## config.mk

```make
export PLATFORM = sky130hd
export DESIGN_NAME = msi_child_ctrl
export DESIGN_NICKNAME = d
export VERILOG_FILES = /design/src/rtl/msi_pkg.sv /design/src/rtl/msi_line_table.sv /design/src/rtl/msi_msg_slot.sv /design/src/rtl/msi_rule_sched.sv /design/src/rtl/msi_child_ctrl.sv
export SDC_FILE = /design/constraint.sdc
export NUM_CORES = 1
export LEC_CHECK = 0
export BUFFER_PORTS_ARGS = -buffer_cell sky130_fd_sc_hd__buf_2
export CORE_MARGIN = 8
export CORE_UTILIZATION = 30
export CTS_CLUSTER_SIZE = 10
export DETAILED_ROUTE_END_ITERATION = 10
export PLACE_DENSITY = 0.44
export SYNTH_ARGS = -nofsm -noshare
export SYNTH_HDL_FRONTEND = slang
export SYNTH_SLANG_ARGS = --single-unit
```

## constraint.sdc

```tcl
create_clock -name clk -period 10.85 [get_ports clk]
set_input_delay 1.6275 -clock clk [delete_from_list [all_inputs] [get_ports clk]]
set_output_delay 1.6275 -clock clk [all_outputs]
set_load 0.02 [all_outputs]
```

## src/rtl/msi_pkg.sv

```systemverilog
`timescale 1ns/1ps
package msi_pkg;
   // state order matters: a numerically larger code is a higher permission
   localparam logic [1:0] ST_I = 2'd0;
   localparam logic [1:0] ST_S = 2'd1;
   localparam logic [1:0] ST_M = 2'd2;

   typedef struct packed {
      logic       vld;
      logic [1:0] tgt;
   } pend_t;
endpackage

```

## src/rtl/msi_line_table.sv

```systemverilog
`timescale 1ns/1ps
module msi_line_table #(
   parameter int ADDR_W = 3,
   parameter int DATA_W = 16
) (
   input  logic                clk,
   input  logic                rst_n,
   // port used by parent messages
   input  logic [ADDR_W-1:0]   pa_addr,
   output logic [1:0]          pa_st,
   output logic [DATA_W-1:0]   pa_data,
   output msi_pkg::pend_t      pa_pend,
   // port used by voluntary downgrades
   input  logic [ADDR_W-1:0]   va_addr,
   output logic [1:0]          va_st,
   output logic                va_pend_v,
   // port used by processor requests
   input  logic [ADDR_W-1:0]   ca_addr,
   output logic [1:0]          ca_st,
   output logic [DATA_W-1:0]   ca_data,
   output logic                ca_pend_v,
   // single write port
   input  logic [ADDR_W-1:0]   wr_addr,
   input  logic                wr_st_en,
   input  logic [1:0]          wr_st,
   input  logic                wr_data_en,
   input  logic [DATA_W-1:0]   wr_data,
   input  logic                wr_pend_en,
   input  msi_pkg::pend_t      wr_pend
);
   localparam int NUM_LINES = 1 << ADDR_W;

   logic [1:0]        st_q   [NUM_LINES];
   logic [DATA_W-1:0] data_q [NUM_LINES];
   msi_pkg::pend_t    pend_q [NUM_LINES];

   for (genvar i = 0; i < NUM_LINES; i++) begin : g_line
      logic hit_w;
      assign hit_w = (wr_addr == ADDR_W'(i));
      always_ff @(posedge clk or negedge rst_n) begin
         if (!rst_n) begin
            st_q[i]   <= msi_pkg::ST_I;
            data_q[i] <= '0;
            pend_q[i] <= '0;
         end else if (hit_w) begin
            if (wr_st_en)   st_q[i]   <= wr_st;
            if (wr_data_en) data_q[i] <= wr_data;
            if (wr_pend_en) pend_q[i] <= wr_pend;
         end
      end
   end

   always_comb begin
      pa_st     = st_q[pa_addr];
      pa_data   = data_q[pa_addr];
      pa_pend   = pend_q[pa_addr];
      va_st     = st_q[va_addr];
      va_pend_v = pend_q[va_addr].vld;
      ca_st     = st_q[ca_addr];
      ca_data   = data_q[ca_addr];
      ca_pend_v = pend_q[ca_addr].vld;
   end
endmodule

```

## src/rtl/msi_msg_slot.sv

```systemverilog
`timescale 1ns/1ps
module msi_msg_slot #(
   parameter int WIDTH         = 8,
   parameter bit FREE_ON_READY = 1'b1
) (
   input  logic             clk,
   input  logic             rst_n,
   input  logic             push,
   input  logic [WIDTH-1:0] push_data,
   output logic             free,
   output logic             out_valid,
   input  logic             out_ready,
   output logic [WIDTH-1:0] out_data
);
   logic             vld_q;
   logic [WIDTH-1:0] dat_q;

   if (FREE_ON_READY) begin : g_pass
      assign free = !vld_q || out_ready;
   end else begin : g_strict
      assign free = !vld_q;
   end

   always_ff @(posedge clk or negedge rst_n) begin
      if (!rst_n) begin
         vld_q <= 1'b0;
         dat_q <= '0;
      end else if (push) begin
         vld_q <= 1'b1;
         dat_q <= push_data;
      end else if (out_ready) begin
         vld_q <= 1'b0;
      end
   end

   assign out_valid = vld_q;
   assign out_data  = dat_q;
endmodule

```

## src/rtl/msi_rule_sched.sv

```systemverilog
`timescale 1ns/1ps
module msi_rule_sched #(
   parameter int ADDR_W = 3,
   parameter int DATA_W = 16
) (
   // parent messages
   input  logic                rx_valid,
   input  logic                rx_is_resp,
   input  logic [ADDR_W-1:0]   rx_addr,
   input  logic [1:0]          rx_state,
   input  logic [DATA_W-1:0]   rx_data,
   output logic                rx_ready,
   input  logic [1:0]          pa_st,
   input  logic [DATA_W-1:0]   pa_data,
   input  msi_pkg::pend_t      pa_pend,
   // voluntary downgrades
   input  logic                vol_valid,
   input  logic [ADDR_W-1:0]   vol_addr,
   input  logic [1:0]          vol_state,
   output logic                vol_ready,
   input  logic [1:0]          va_st,
   input  logic                va_pend_v,
   // processor requests
   input  logic                req_valid,
   input  logic                req_store,
   input  logic [ADDR_W-1:0]   req_addr,
   input  logic [DATA_W-1:0]   req_wdata,
   output logic                req_ready,
   input  logic [1:0]          ca_st,
   input  logic [DATA_W-1:0]   ca_data,
   input  logic                ca_pend_v,
   // slot status
   input  logic                tx_free,
   input  logic                rsp_free,
   // line table write
   output logic [ADDR_W-1:0]   wr_addr,
   output logic                wr_st_en,
   output logic [1:0]          wr_st,
   output logic                wr_data_en,
   output logic [DATA_W-1:0]   wr_data,
   output logic                wr_pend_en,
   output msi_pkg::pend_t      wr_pend,
   // toward parent
   output logic                tx_push,
   output logic                tx_is_resp,
   output logic [ADDR_W-1:0]   tx_addr,
   output logic [1:0]          tx_state,
   output logic                tx_has_data,
   output logic [DATA_W-1:0]   tx_data,
   // toward processor
   output logic                rsp_push,
   output logic                rsp_ack,
   output logic [DATA_W-1:0]   rsp_rdata
);
   import msi_pkg::*;

   logic       cpu_hit;
   logic [1:0] cpu_need;

   assign cpu_need = req_store ? ST_M : ST_S;
   assign cpu_hit  = (ca_st >= cpu_need);

   always_comb begin
      rx_ready    = 1'b0;
      vol_ready   = 1'b0;
      req_ready   = 1'b0;
      wr_addr     = rx_addr;
      wr_st_en    = 1'b0;
      wr_st       = ST_I;
      wr_data_en  = 1'b0;
      wr_data     = rx_data;
      wr_pend_en  = 1'b0;
      wr_pend     = '0;
      tx_push     = 1'b0;
      tx_is_resp  = 1'b1;
      tx_addr     = rx_addr;
      tx_state    = ST_I;
      tx_has_data = 1'b0;
      tx_data     = '0;
      rsp_push    = 1'b0;
      rsp_ack     = 1'b0;
      rsp_rdata   = '0;

      if (rx_valid) begin
         wr_addr = rx_addr;
         tx_addr = rx_addr;
         if (rx_is_resp) begin
            // upgrade grant: always drained
            rx_ready   = 1'b1;
            wr_st_en   = 1'b1;
            wr_st      = rx_state;
            wr_data_en = (pa_st == ST_I);
            wr_pend_en = pa_pend.vld && (rx_state >= pa_pend.tgt);
         end else if (pa_st > rx_state) begin
            if (tx_free) begin
               rx_ready    = 1'b1;
               wr_st_en    = 1'b1;
               wr_st       = rx_state;
               tx_push     = 1'b1;
               tx_state    = rx_state;
               tx_has_data = (pa_st == ST_M);
               tx_data     = (pa_st == ST_M) ? pa_data : '0;
            end
         end else begin
            // already low enough: consume silently
            rx_ready = 1'b1;
         end
      end else if (vol_valid) begin
         wr_addr = vol_addr;
         tx_addr = vol_addr;
         if (!va_pend_v) begin
            if (va_st > vol_state) begin
               if (tx_free) begin
                  vol_ready   = 1'b1;
                  wr_st_en    = 1'b1;
                  wr_st       = vol_state;
                  tx_push     = 1'b1;
                  tx_state    = vol_state;
                  tx_has_data = (va_st == ST_M);
                  tx_data     = (va_st == ST_M) ? ca_data_for_vol() : '0;
               end
            end else begin
               vol_ready = 1'b1;
            end
         end
      end else if (req_valid) begin
         wr_addr = req_addr;
         tx_addr = req_addr;
         wr_data = req_wdata;
         if (cpu_hit) begin
            if (rsp_free) begin
               req_ready  = 1'b1;
               rsp_push   = 1'b1;
               rsp_ack    = req_store;
               rsp_rdata  = req_store ? '0 : ca_data;
               wr_data_en = req_store;
            end
         end else if (!ca_pend_v && tx_free) begin
            wr_pend_en = 1'b1;
            wr_pend    = '{vld: 1'b1, tgt: cpu_need};
            tx_push    = 1'b1;
            tx_is_resp = 1'b0;
            tx_state   = cpu_need;
         end
      end
   end

   // the voluntary path reads its data through the parent-side data port,
   // which the top steers to the voluntary address when no parent message is present
   function automatic logic [DATA_W-1:0] ca_data_for_vol();
      return pa_data;
   endfunction
endmodule

```

## src/rtl/msi_child_ctrl.sv

```systemverilog
`timescale 1ns/1ps
module msi_child_ctrl #(
   parameter int ADDR_W        = 3,
   parameter int DATA_W        = 16,
   parameter int ID_W          = 2,
   parameter int CHILD_ID      = 1,
   parameter int PARENT_ID     = 0,
   parameter bit FREE_ON_READY = 1'b1
) (
   input  logic              clk,
   input  logic              rst_n,
   input  logic              cpu_req_valid,
   output logic              cpu_req_ready,
   input  logic              cpu_req_store,
   input  logic [ADDR_W-1:0] cpu_req_addr,
   input  logic [DATA_W-1:0] cpu_req_wdata,
   output logic              cpu_rsp_valid,
   input  logic              cpu_rsp_ready,
   output logic              cpu_rsp_ack,
   output logic [DATA_W-1:0] cpu_rsp_rdata,
   input  logic              vol_valid,
   output logic              vol_ready,
   input  logic [ADDR_W-1:0] vol_addr,
   input  logic [1:0]        vol_state,
   output logic              tx_valid,
   input  logic              tx_ready,
   output logic              tx_is_resp,
   output logic [ID_W-1:0]   tx_src,
   output logic [ID_W-1:0]   tx_dst,
   output logic [ADDR_W-1:0] tx_addr,
   output logic [1:0]        tx_state,
   output logic              tx_has_data,
   output logic [DATA_W-1:0] tx_data,
   input  logic              rx_valid,
   output logic              rx_ready,
   input  logic              rx_is_resp,
   input  logic [ADDR_W-1:0] rx_addr,
   input  logic [1:0]        rx_state,
   input  logic [DATA_W-1:0] rx_data
);
   localparam int TX_W  = 1 + ADDR_W + 2 + 1 + DATA_W;
   localparam int RSP_W = 1 + DATA_W;

   if (ADDR_W < 1 || ADDR_W > 8) begin : g_bad_addr
      $error("msi_child_ctrl: ADDR_W must lie in 1..8");
   end
   if (DATA_W < 1) begin : g_bad_data
      $error("msi_child_ctrl: DATA_W must be positive");
   end
   if (CHILD_ID == PARENT_ID || CHILD_ID >= (1 << ID_W) || PARENT_ID >= (1 << ID_W)) begin : g_bad_id
      $error("msi_child_ctrl: identifiers must differ and fit in ID_W");
   end

   logic [1:0]        pa_st, va_st, ca_st, wr_st;
   logic [DATA_W-1:0] pa_data, ca_data, wr_data;
   msi_pkg::pend_t    pa_pend, wr_pend;
   logic              va_pend_v, ca_pend_v;
   logic [ADDR_W-1:0] wr_addr, pa_addr;
   logic              wr_st_en, wr_data_en, wr_pend_en;
   logic              tx_free, rsp_free, tx_push, rsp_push;
   logic              s_is_resp, s_has_data, s_ack;
   logic [ADDR_W-1:0] s_addr;
   logic [1:0]        s_state;
   logic [DATA_W-1:0] s_data, s_rdata;

   // parent port follows the voluntary address when no parent message is present
   assign pa_addr = rx_valid ? rx_addr : vol_addr;

   msi_line_table #(.ADDR_W(ADDR_W), .DATA_W(DATA_W)) u_table (
      .clk, .rst_n,
      .pa_addr, .pa_st, .pa_data, .pa_pend,
      .va_addr(vol_addr), .va_st, .va_pend_v,
      .ca_addr(cpu_req_addr), .ca_st, .ca_data, .ca_pend_v,
      .wr_addr, .wr_st_en, .wr_st, .wr_data_en, .wr_data, .wr_pend_en, .wr_pend
   );

   msi_rule_sched #(.ADDR_W(ADDR_W), .DATA_W(DATA_W)) u_sched (
      .rx_valid, .rx_is_resp, .rx_addr, .rx_state, .rx_data, .rx_ready,
      .pa_st, .pa_data, .pa_pend,
      .vol_valid, .vol_addr, .vol_state, .vol_ready, .va_st, .va_pend_v,
      .req_valid(cpu_req_valid), .req_store(cpu_req_store), .req_addr(cpu_req_addr),
      .req_wdata(cpu_req_wdata), .req_ready(cpu_req_ready),
      .ca_st, .ca_data, .ca_pend_v,
      .tx_free, .rsp_free,
      .wr_addr, .wr_st_en, .wr_st, .wr_data_en, .wr_data, .wr_pend_en, .wr_pend,
      .tx_push, .tx_is_resp(s_is_resp), .tx_addr(s_addr), .tx_state(s_state),
      .tx_has_data(s_has_data), .tx_data(s_data),
      .rsp_push, .rsp_ack(s_ack), .rsp_rdata(s_rdata)
   );

   msi_msg_slot #(.WIDTH(TX_W), .FREE_ON_READY(FREE_ON_READY)) u_tx_slot (
      .clk, .rst_n, .push(tx_push),
      .push_data({s_is_resp, s_addr, s_state, s_has_data, s_data}),
      .free(tx_free), .out_valid(tx_valid), .out_ready(tx_ready),
      .out_data({tx_is_resp, tx_addr, tx_state, tx_has_data, tx_data})
   );

   msi_msg_slot #(.WIDTH(RSP_W), .FREE_ON_READY(FREE_ON_READY)) u_rsp_slot (
      .clk, .rst_n, .push(rsp_push),
      .push_data({s_ack, s_rdata}),
      .free(rsp_free), .out_valid(cpu_rsp_valid), .out_ready(cpu_rsp_ready),
      .out_data({cpu_rsp_ack, cpu_rsp_rdata})
   );

   assign tx_src = ID_W'(CHILD_ID);
   assign tx_dst = ID_W'(PARENT_ID);
endmodule

```

# After elaboration in Yosys (flattened, before gate mapping)
# Index checks and enable logic that the tools add are counted.
totals:
  output_inout_bits: 49
  inputBits: 54
  word_cells: 209
  reg_bits: 210
op_classes:
  n_reduce_logical: 35
  muxes: 119
  n_eq_ne: 9
  n_lt_le_gt_ge: 7
  bitwise: 3
ops:
  columns: ["cell", "count"]
  rows:
  - ["$mux 16", 23]
  - ["$bmux 16 s3", 2]
  - ["$mux 1", 52]
  - ["$reduce_and 2->1", 24]
  - ["$mux 3", 15]
  - ["$mux 2", 21]
  - ["$bmux 3 s3", 3]
  - ["$bmux 2 s3", 3]
  - ["$eq 3x3->1 const B", 4]
  - ["$ge 4x4->1 const B", 3]
  - ["$not 3->4", 3]
  - ["$eq 3x2->1 const B", 2]
  - ["$eq 2x2->1 const B", 2]
  - ["$ge 2x2->1", 2]
  - ["$gt 2x2->1", 2]
  - ["$reduce_bool 2->1", 2]
  - ["$eq 3x1->1 const B", 1]
  - ["$logic_not 1->1", 3]
  - ["$logic_not 3->1", 1]
  - ["$logic_and 1x1->1", 2]
  - ["$logic_not 2->1", 1]
  - ["$logic_or 1x1->1", 2]

# Longest topological paths before layout
# Gate-level depths: netlist (run 1).
logic_depth:
  word_depth: 12
  depth_mapped: 16

# Hierarchy
# A second synthesis (run 1) with hierarchy kept.
unflattened:
  cells_unflattened: 758
  hier_area_um2: 12099.1
by_module_without_submodules:
  columns: ["module", "area_each_um2", "n_inst", "cells_each", "seq_area_each_um2"]
  rows:
  - ["msi_line_table", 9359.0, 1, 530, 4204.0]
  - ["msi_msg_slot at u_tx_slot", 994.7, 1, 52, 600.6]
  - ["msi_rule_sched", 954.7, 1, 128, 0.0]
  - ["msi_msg_slot at u_rsp_slot", 719.4, 1, 39, 450.4]
  - ["msi_child_ctrl", 71.3, 1, 9, 0.0]

# Worst setup path before layout (run 1)
# Ideal clock, no wire load.
synth_path:
  kind: "input -> output"
  start: "input port cpu_req_addr[0]"
  end: "output port cpu_req_ready"
  setup_slack_ns: 4.922
  required_time_ns: 9.223
  arrival_ns: 4.301
  path_buffers: 3
  cell_stages: 9
  cell_sequence: "buf_2 buf_1 mux4_2 mux2_2 ha_1 a21oi_1 or3_1 buf_2 inv_1"
synth_between:
  elab_chain_cells: 9
synth_rtl:
  columns: ["item", "line", "text"]
  rows:
  - ["start, declared", "msi_child_ctrl.sv:15", "input logic [ADDR_W-1:0] cpu_req_addr,"]
  - ["$not 3->4 (not written as such)", "msi_line_table.sv:59", "ca_st = st_q[ca_addr];"]
  - ["$bmux 2 s3", "msi_line_table.sv:59", null]
  - ["$mux 2 (not written as such) (2 in a row)", "msi_line_table.sv:59", null]
  - ["$ge 2x2->1", "msi_rule_sched.sv:61", "assign cpu_hit = (ca_st >= cpu_need);"]
  - ["$mux 1", "msi_rule_sched.sv:130", "if (cpu_hit) begin"]
  - ["$mux 1", "msi_rule_sched.sv:126", "end else if (req_valid) begin"]
  - ["$mux 1", "msi_rule_sched.sv:108", "end else if (vol_valid) begin"]
  - ["$mux 1", "msi_rule_sched.sv:84", "if (rx_valid) begin"]
  - ["end, declared", "msi_child_ctrl.sv:13", "output logic cpu_req_ready,"]
# Every way passes these cells. The select of a mux whose other input is x is not followed.

# Final worst setup path (run 1)
layout_path:
  start: "input port rx_valid"
  end: "output port rx_ready"
layout_between:
  elab_chain_cells: 9
layout_rtl:
  columns: ["item", "line", "text"]
  rows:
  - ["start, declared", "msi_child_ctrl.sv:34", "input logic rx_valid,"]
  - ["$mux 3", "msi_child_ctrl.sv:67", "assign pa_addr = rx_valid ? rx_addr : vol_addr;"]
  - ["$not 3->4 (not written as such)", "msi_line_table.sv:54", "pa_st = st_q[pa_addr];"]
  - ["$bmux 2 s3", "msi_line_table.sv:54", null]
  - ["$mux 2 (not written as such) (2 in a row)", "msi_line_table.sv:54", null]
  - ["$gt 2x2->1", "msi_rule_sched.sv:94", "end else if (pa_st > rx_state) begin"]
  - ["$mux 1", "msi_rule_sched.sv:94", null]
  - ["$mux 1", "msi_rule_sched.sv:87", "if (rx_is_resp) begin"]
  - ["$mux 1 *", "msi_rule_sched.sv:84", null]
  - ["end, declared", "msi_child_ctrl.sv:35", "output logic rx_ready,"]
# Every way passes the cells marked *; elsewhere a longest branch is shown, timed or not. The select of a mux whose other input is x is not followed.

==> results of run 1 <==
worst max-delay path, cell delays in order:
cell	delay, ns
buf_2	0.39
mux2_2	0.92
o21ai_0	0.39
and2_1	0.28
a21o_1	0.18
ha_1	0.27
nand2_1	0.08
o21ai_0	0.11
o31a_1	0.25
buf_2	0.16
layer usage:
layer | vias to the layer above | track usage (%) | share of wire (%)
met4 | 0 | 3.70 | 1.6
met3 | 45 | 2.41 | 4.3
li1 | 3878 | - | -
met2 | 206 | 25.5 | 46
met1 | 4416 | 22.9 | 48
met5 | - | 0 | 0
registers in the layout, summed over array words and instances (netlist names):
signal                flops
u_tx_slot.out_data       23
u_table.data_q          128
u_rsp_slot.out_data      17
u_table.pend_q           24
u_tx_slot.out_valid       1
u_table.st_q             16
u_rsp_slot.out_valid      1
kinds of logic after synthesis:
| kind of cell | Yosys count | share of synthesized area (%) |
|---|---|---|
| AOI/OAI and AO/OA | 168 | 10.9 |
| adders and majority gates | 8 | 0.833 |
| buffers and inverters | 79 | 3.75 |
| DFF | 210 | 43.7 |
| muxes | 240 | 29.1 |
| other | 2 | 0.0625 |
| and+or+nand+nor | 314 | 11.7 |
final timing paths:
kind | from | end | slack, ns | depth (start not counted)
worst max-delay path | rx_valid | rx_ready | 4.53 | 10
worst min-delay path | u_tx_slot.out_data[16] | u_tx_slot.out_data[16] | 0.47 | 2
worst max register to register | u_table.st_q[7] | u_table.data_q[33] | 6.84 | 10
worst min register to register | u_tx_slot.out_data[16] | u_tx_slot.out_data[16] | 0.47 | 2
max in group asynchronous | rst_n | u_table.data_q[116] | 8.27 | 2
min in group asynchronous | rst_n | u_table.data_q[19] | 1.13 | 1
power groups by stage:
stage | Clock, mW | Combinational, mW | Sequential (mW)
2_1_floorplan | 0 | 0.628 | 1.24
3_3_place_gp | 0 | 0.894 | 1.26
5_1_grt | 0.920 | 0.976 | 1.29
4_1_cts | 0.890 | 0.907 | 1.25
3_5_place_dp | 0 | 0.905 | 1.26
6_report | 0.864 | 0.891 | 1.25
layout by cell type (no fill, tap or decap), types with 17 or more instances in the layout:
cell type / count
mux2_4: 80
buf_2: 97
buf_4: 21
dfrtp_1: 210
mux2_2: 84
nor2b_1: 22
and3_1: 17
mux4_2: 46
nand3_1: 42
nand2_1: 194
clkbuf_16: 27
mux2i_1: 27
a22o_1: 17
o21ai_0: 43
a311oi_1: 17
stage by stage:
step	power (mW)	setup slack (ns)
final	3.01	4.53
after floorplan	1.87	4.92
after CTS	3.05	4.48
after detailed placement	2.16	4.49
after global routing	3.19	4.30
after global placement	2.15	4.53
final cells by class:
| cell class | count | area [um2] | area share, % |
|---|---|---|---|
| clock inverters | 4 | 48.8 | 0.353 |
| flip-flops and latches | 210 | 5260 | 38.1 |
| repair buffers | 119 | 658 | 4.77 |
| well taps | 525 | 657 | 4.76 |
| multi-input cells | 734 | 6370 | 46.2 |
| clock buffers | 40 | 795 | 5.75 |
| inverters | 6 | 22.5 | 0.163 |
==> results.tsv, run 1 <==
stage	metric	value	unit
drt	routed_wl	37.7	mm
power_and_ir_drop	switching_share	32.3	%
floorplan	num_io_pins	103	
sta	setup_viol	0	
setup_path	cp.required	9.22	ns
place	dp_cells	1594	
place	io_buffers	98	
synthesis	synthArstFlopShare	100	%
final_layout	stdcell_count	1638	
global_route	antenna_found_initial	1	
final_layout	layout.nets	1160	
final_layout	drive_gt1_share	34.9	%
clock_network	hold_buffers	0	
floorplan	dieArea	46700	um2
synthesis	syn-instance-count	1021	
drt	postRouteAntennaNets	0	
sta	worst_clock_skew	0.0184	ns
setup_path	worstSetupEndpointType	output pin	
synthesis	synth.area.top_cells	dfrtp_1 44%, mux2_4 10%, mux4_2 8.6%	
global_route	grt-ovfl-total	0	
final_layout	fillCellCount	4002	
status	status	finished clean	
sta	post-route-period-util	58.2	%
synthesis	synth-seq-cells	210	
clock_network	clock_path_buffers	3	
global_route	grt_pass1_vias	8847	
synthesis	synth_edf_count	0	
final_layout	fin_util	34.8	%
final_layout	areaGrowthSynthToFinish	14.9	%
floorplan	die_x	216	um
synthesis	syn-mean-instance-area	11.8	um2
floorplan	core_area	39600	um2
sta	worst_hold_slack	0.468	ns
clock_network	cts_tree	done	
sta	setup_tns	0	ns
synthesis	synth_seq_area_share	43.7	%
clock_network	clock_latency	0.54	ns
global_route	grt_start_max_net_pins	87	
power_and_ir_drop	p_clk_share	28.7	%
power_and_ir_drop	leakage	6.06	nW
floorplan	dieHeight	216	um
clock_network	clock_sinks	210	
clock_network	clock-root-buffer	clkbuf_16	
sta	rsz0062_at_grt	false	
global_route	grt_usage	16.1	%
drt	wl_per_cell	23.0	um
sta	worstMarginPinSlew	1.06	ns
clock_network	cts_resized	0	
place	placed_cell_area	13000	um2
clock_network	clkTransAtPathRegs	0.05	ns
synthesis	synth_most_common_cell	dfrtp_1	
drt	num_vias	8545	
sta	min_period	6.32	ns
power_and_ir_drop	pwr-share-comb	29.6	%
setup_path	critPathArrivalTime	4.69	ns
power_and_ir_drop	vdd_drop_max	0.101	mV
job	maxCapViolCount	0	
floorplan	rows	73	
power_and_ir_drop	power_density	218	nW/um2
synthesis	ys_top_cells_by_count	210 x dfrtp_1, 194 x nand2_1, 84 x mux2_2, 80 x mux2_4, 46 x mux4_2	
synthesis	synth_top_area_cell	dfrtp_1	
setup_path	path_max_fanout	39	
sta	max_freq	158	MHz
final_layout	n_antenna_cell	0	
setup_path	crit_type	input port to output pin	
final_layout	design_area	13800	um2
power_and_ir_drop	p_int	2.04	mW
hold_path	hold_class	flop to flop	
synthesis	synthDistinctLibCells	59	
synthesis	syn_area	12000	um2
global_route	grt_pass1_wl	58.8	mm
sta	slew_headroom	29.3	%
power_and_ir_drop	seq_power_share	41.7	%
floorplan	start_util	30.3	%
synthesis	synth_ff_type	dfrtp_1	
drt	drc_errors	0	
synthesis	synth_top_area_share	43.7	%
drt	via_per_inst	5.22	
sta	report.final.slew_viol_count	0	
setup_path	start_kind	input port	
drt	first_pass_iters	5	
drt	drt_iter0_drc	596	
sta	finalHoldViolations	0	
place	routabilityCongestion	0.784	
place	post-dp-hpwl	23.4	mm
clock_network	numCtsBuffers	27	
clock_network	h-tree-depth	1	
clock_network	post_cts_buffers	0	
synthesis	ys_warn_count	0	
power_and_ir_drop	switchingPower	0.972	mW
No activity file was read; power rests on OpenSTA's default activity.
==> run 2: changes to the inputs <==
Settings changed: ABC_AREA set to 1, PLACE_DENSITY 0.44 to 0.45.
Clock period 10.85 ns to 5.7 ns, I/O delays scaled along.
==> run 2 against run 1 <==
Clock skew up 0.0028 ns. Non-clock buffer count increased by 3. First-iteration DRC count increased by 49%. Clock power rose by 81%. Critical path type unchanged. Critical endpoint unchanged.
==> results.tsv, run 2 <==
stage	metric	value	unit
status	status	finished clean	
global_route	grt_start_max_net_pins	111	
clock_network	clkTransAtPathRegs	0.05	ns
place	pre_cts_ws	1.08	ns
clock_network	clock_latency	0.55	ns
synthesis	synth_top_area_share	43.4	%
sta	setup_slack	1.40	ns
final_layout	areaGrowthSynthToFinish	13.5	%
sta	worst_clock_skew	0.0212	ns
final_layout	final_common_cell	nand2_1	
floorplan	num_io_pins	103	
floorplan	dieArea	47000	um2
clock_network	clock-root-buffer	clkbuf_16	
drt	postRouteAntennaNets	0	
final_layout	final_cell_mix	704 x nand2_1, 226 x nand3_1, 210 x dfrtp_1, 141 x o21ai_0, 99 x inv_1	
clock_network	hold_buffers	0	
floorplan	core_area	39700	um2
sta	setup_tns	0	ns
place	post-dp-hpwl	29.3	mm
drt	first_pass_iters	5	
sta	min_period	4.30	ns
setup_path	critPathArrivalTime	3.44	ns
drt	drt_iter0_drc	888	
sta	finalHoldViolations	0	
place	routabilityCongestion	0.833	
synthesis	syn-mean-instance-area	6.95	um2
global_route	grt_pass1_vias	11400	
setup_path	reg2reg_slack	2.31	ns
sta	setup_viol	0	
synthesis	synth-seq-cells	210	
setup_path	path_max_fanout	24	
drt	routed_wl	45.2	mm
sta	report.final.slew_viol_count	0	
clock_network	clock_sinks	210	
setup_path	start_kind	input port	
sta	max_freq	233	MHz
final_layout	largest_reg_flops	128	
power_and_ir_drop	power_density	389	nW/um2
synthesis	synth_top_area_cell	dfrtp_1	
floorplan	die_x	217	um
setup_path	timing.rr.start	u_table.st_q[3]	
synthesis	synth_seq_area_share	43.4	%
clock_network	post_cts_buffers	0	
final_layout	n_antenna_cell	0	
final_layout	fillCellCount	4287	
synthesis	synth_most_common_cell	nand2_1	
global_route	grt_pass1_wl	70.2	mm
synthesis	ys_top_cells_by_count	704 x nand2_1, 226 x nand3_1, 210 x dfrtp_1, 141 x o21ai_0, 100 x inv_1	
drt	wl_per_cell	19.5	um
power_and_ir_drop	power	5.34	mW
place	io_buffers	98	
synthesis	synthDistinctLibCells	36	
drt	num_vias	11800	
setup_path	worstSetupEndpointType	output pin	
sta	rsz0062_at_grt	false	
synthesis	synth_edf_count	0	
drt	via_per_inst	5.07	
sta	post-route-period-util	75.4	%
drt	drc_errors	0	
clock_network	numCtsBuffers	26	
floorplan	rows	73	
setup_path	cp-startpoint	rx_valid	
synthesis	syn_area	12100	um2
synthesis	syn-instance-count	1740	
sta	worstMarginPinSlew	1.13	ns
global_route	antenna_found_initial	0	
final_layout	drive_gt1_share	10.7	%
synthesis	ys_warn_count	0	
sta	slew_headroom	24.3	%
setup_path	cp.required	4.85	ns
final_layout	top_register	u_table.data_q	
power_and_ir_drop	vdd_drop_max	0.216	mV
job	maxCapViolCount	0	
final_layout	layout.nets	1842	
hold_path	hold_class	input port to asynchronous set/reset pin	
global_route	grt_usage	18.9	%
floorplan	dieHeight	217	um
setup_path	crit_type	input port to output pin	
power_and_ir_drop	leakage	7.19	nW
global_route	grt-ovfl-total	0	
floorplan	start_util	30.4	%
clock_network	cts_resized	0	
clock_network	h-tree-depth	1	
clock_network	cts_tree	done	
synthesis	synthArstFlopShare	100	%
synthesis	synth.area.top_cells	dfrtp_1 43%, nand2_1 22%, nand3_1 9.4%	
synthesis	synth_ff_type	dfrtp_1	
clock_network	clock_path_buffers	3	
## run 2: logic make-up (layout without fill, tap and decap cells)
kind of cell	count (synthesis)	after routing	share of synthesized area [%]
AOI/OAI and AO/OA	263	263	11.8
adders and majority gates	8	8	0.828
buffers and inverters	220	270	7.73
DFF	210	210	43.4
muxes	16	16	1.49
other	2	4	0.0621
and+or+nand+nor	1021	1021	34.6
## run 2: layer usage
layer	global-route usage, %	part of all wire, %	wire (um)	vias up
met5	0	0	0	-
met4	4.82	2.0	895	0
met3	2.86	6.3	2840	57
met2	28.8	43	19500	350
met1	27.7	49	22000	5648
li1	-	-	-	5698
## run 2: final timing paths
| path | endpoint | cells after the start |
|---|---|---|
| worst min register to register | u_table.data_q[61] | 2 |
| worst max register to register | u_table.data_q[104] | 14 |
| max in group asynchronous | u_tx_slot.out_data[8] | 2 |
| min in group clk | u_table.data_q[61] | 2 |
| worst max-delay path | rx_ready | 16 |
| worst min-delay path | u_table.st_q[4] | 1 |
## run 2: layout make-up
cell class,count,area [um2],area share [%]
clock buffers,38,737,5.37
clock inverters,2,35.0,0.255
flip-flops and latches,210,5260,38.3
inverters,108,405,2.95
multi-input cells,1312,5950,43.3
repair buffers,122,693,5.05
well taps,525,657,4.78
## run 2: power breakdown
part | switching (mW) | internal, mW | total (mW)
Sequential | 0.344 | 1.96 | 2.30
Clock | 0.639 | 0.924 | 1.56
Combinational | 0.984 | 0.495 | 1.48
## run 2: stage by stage
| stage | utilization [%] | area (um2) | hold slack, ns | std cells |
|---|---|---|---|---|
| finish | 34.6 | 13700 | 0.370 | 2317 |
| global route | 34.6 | 13700 | 0.428 | 2317 |
| CTS | 34.6 | 13700 | 0.397 | 2317 |
| detailed placement | 32.6 | 13000 | 0.458 | 2277 |
| global placement | 32.6 | 13000 | 0.454 | 2277 |
| floorplan | - | 12100 | 0.442 | 1742 |
## run 2: critical path, stage by stage
cell and delay (ns):
buf_2 0.19, nand2_1 0.17, inv_1 0.09, nor2_4 0.66, nand3_1 0.16, nand2_1 0.15
nand2_1 0.06, nand2_1 0.14, inv_1 0.06, ha_1 0.29, nand2_1 0.07, nand2_1 0.04
nand2_1 0.07, nor2_1 0.04, a21oi_1 0.17, buf_2 0.20
==> run 3: changes to the inputs <==
Clock period 5.7 ns to 3.5 ns, I/O delays scaled along.
==> run 3 against run 2 <==
Sequential power rose by 63%. Non-clock buffer count rose by 34. Critical path type is now flop to output pin. Worst setup slack got worse by 1.1 ns. Largest power group unchanged. Clock skew rose by 0.0050 ns. Critical path depth fell by 3.
==> results.tsv, run 3 (synthesis results as in run 2) <==
stage	metric	value	unit
status	status	finished clean	
drt	first_pass_iters	5	
floorplan	dieArea	47000	um2
sta	worstMarginPinSlew	1.07	ns
final_layout	layout.nets	1876	
global_route	grt_pass1_vias	11500	
global_route	grt_start_max_net_pins	76	
sta	max_freq	314	MHz
setup_path	start_kind	flop	
sta	report.final.slew_viol_count	0	
sta	setup_tns	0	ns
floorplan	start_util	30.4	%
place	post-dp-hpwl	30.3	mm
final_layout	drive_gt1_share	12.4	%
power_and_ir_drop	leakage	7.38	nW
drt	postRouteAntennaNets	0	
clock_network	numCtsBuffers	26	
final_layout	final_common_cell	nand2_1	
sta	finalHoldViolations	0	
place	placed_cell_area	13300	um2
drt	num_vias	11800	
drt	wl_per_cell	19.3	um
sta	slew_headroom	28.9	%
final_layout	final_cell_mix	704 x nand2_1, 226 x nand3_1, 210 x dfrtp_1, 141 x o21ai_0, 99 x inv_1	
clock_network	post_cts_buffers	0	
clock_network	cts_tree	done	
power_and_ir_drop	vdd_drop_max	0.251	mV
sta	setup_viol	0	
drt	drc_errors	0	
global_route	grt-ovfl-total	0	
drt	drt_iter0_drc	892	
clock_network	hold_buffers	1	
final_layout	areaGrowthSynthToFinish	16.2	%
clock_network	h-tree-depth	1	
clock_network	clock_path_buffers	3	
clock_network	clock_sinks	210	
sta	rsz0062_at_grt	false	
global_route	antenna_found_initial	0	
drt	via_per_inst	5.02	
setup_path	crit_type	flop to output pin	
floorplan	die_x	217	um
job	maxCapViolCount	0	
final_layout	design_area	14100	um2
final_layout	top_register	u_table.data_q	
setup_path	worstSetupEndpointType	output pin	
floorplan	dieHeight	217	um
floorplan	core_area	39700	um2
clock_network	clock-root-buffer	clkbuf_16	
final_layout	largest_reg_flops	128	
setup_path	critPathArrivalTime	2.66	ns
floorplan	rows	73	
power_and_ir_drop	power_density	620	nW/um2
setup_path	path_max_fanout	3	
drt	routed_wl	45.3	mm
clock_network	clkTransAtPathRegs	0.05	ns
setup_path	cp.required	2.97	ns
floorplan	num_io_pins	103	
final_layout	n_antenna_cell	0	
place	routabilityCongestion	0.848	
global_route	grt_usage	19.0	%
hold_path	hold_class	input port to flop	
clock_network	clock_latency	0.54	ns
global_route	grt_pass1_wl	70.7	mm
place	io_buffers	98	
sta	worst_clock_skew	0.0262	ns
sta	min_period	3.18	ns
clock_network	cts_resized	0	
sta	post-route-period-util	90.9	%
## run 3: changes by cell type in the layout (fill, tap and decap cells not counted)
cell,change
buf_4,+28
buf_12,+5
clkbuf_8,+2
clkbuf_16,-1
clkbuf_1,-4
clkinv_8,+1
dlygate4sd3_1,+1
## run 3: through the flow
stage	power [mW]	util, %	setup slack [ns]	instances	hold slack (ns)
finish	8.72	35.4	0.318	2349	0.213
global route	9.35	35.4	0.0526	2349	0.187
CTS	8.81	35.4	0.276	2349	0.189
detailed placement	6.23	33.4	-0.134	2310	0.459
global placement	6.19	33.4	-0.0562	2310	0.455
floorplan	5.29	-	0.103	1742	0.229
## run 3: layout make-up
class,instances,area [um2]
Fill cell,4315,25700
Sequential cell,210,5260
Tap cell,525,657
Inverter,108,405
Timing Repair Buffer,156,1010
Clock inverter,3,51.3
Clock buffer,35,724
Multi-Input combinational cell,1312,5950
## run 3: worst paths after layout
kind	startpoint	end	slack, ns	depth (start not counted)
worst max-delay path	u_table.st_q[5]	vol_ready	0.32	13
min in group asynchronous	rst_n	u_table.data_q[84]	0.55	2
worst min-delay path	cpu_rsp_ready	u_rsp_slot.out_valid	0.21	2
max in group asynchronous	rst_n	u_tx_slot.out_data[12]	2.16	3
worst min register to register	u_table.data_q[123]	u_table.data_q[123]	0.47	2
worst max register to register	u_table.st_q[5]	u_tx_slot.out_data[19]	0.38	15
## run 3: critical path, stage by stage (launching register included)
cell,delay [ns]
dfrtp_1,0.43
inv_1,0.10
a21oi_1,0.06
o21ai_0,0.08
nand2_1,0.06
o21ai_0,0.36
inv_1,0.09
ha_1,0.30
inv_1,0.06
o21bai_1,0.06
nand2_1,0.09
inv_1,0.04
a211oi_1,0.20
buf_2,0.20
## run 3: report_power, final
part           internal [mW]  switching (mW)  total [mW]  leakage, nW
Clock                   1.50            1.03        2.53        0.380
Sequential              3.19           0.556        3.74         2.76
Combinational          0.842            1.60        2.44         4.24
Total                   5.53            3.19        8.72         7.38
## run 3: metal layers
layer,vias up,part of all wire [%],track usage (%)
li1,5763,-,-
met1,5671,48,27.4
met2,306,45,30.0
met3,54,5.3,2.50
met4,0,1.6,4.13
met5,-,0,0
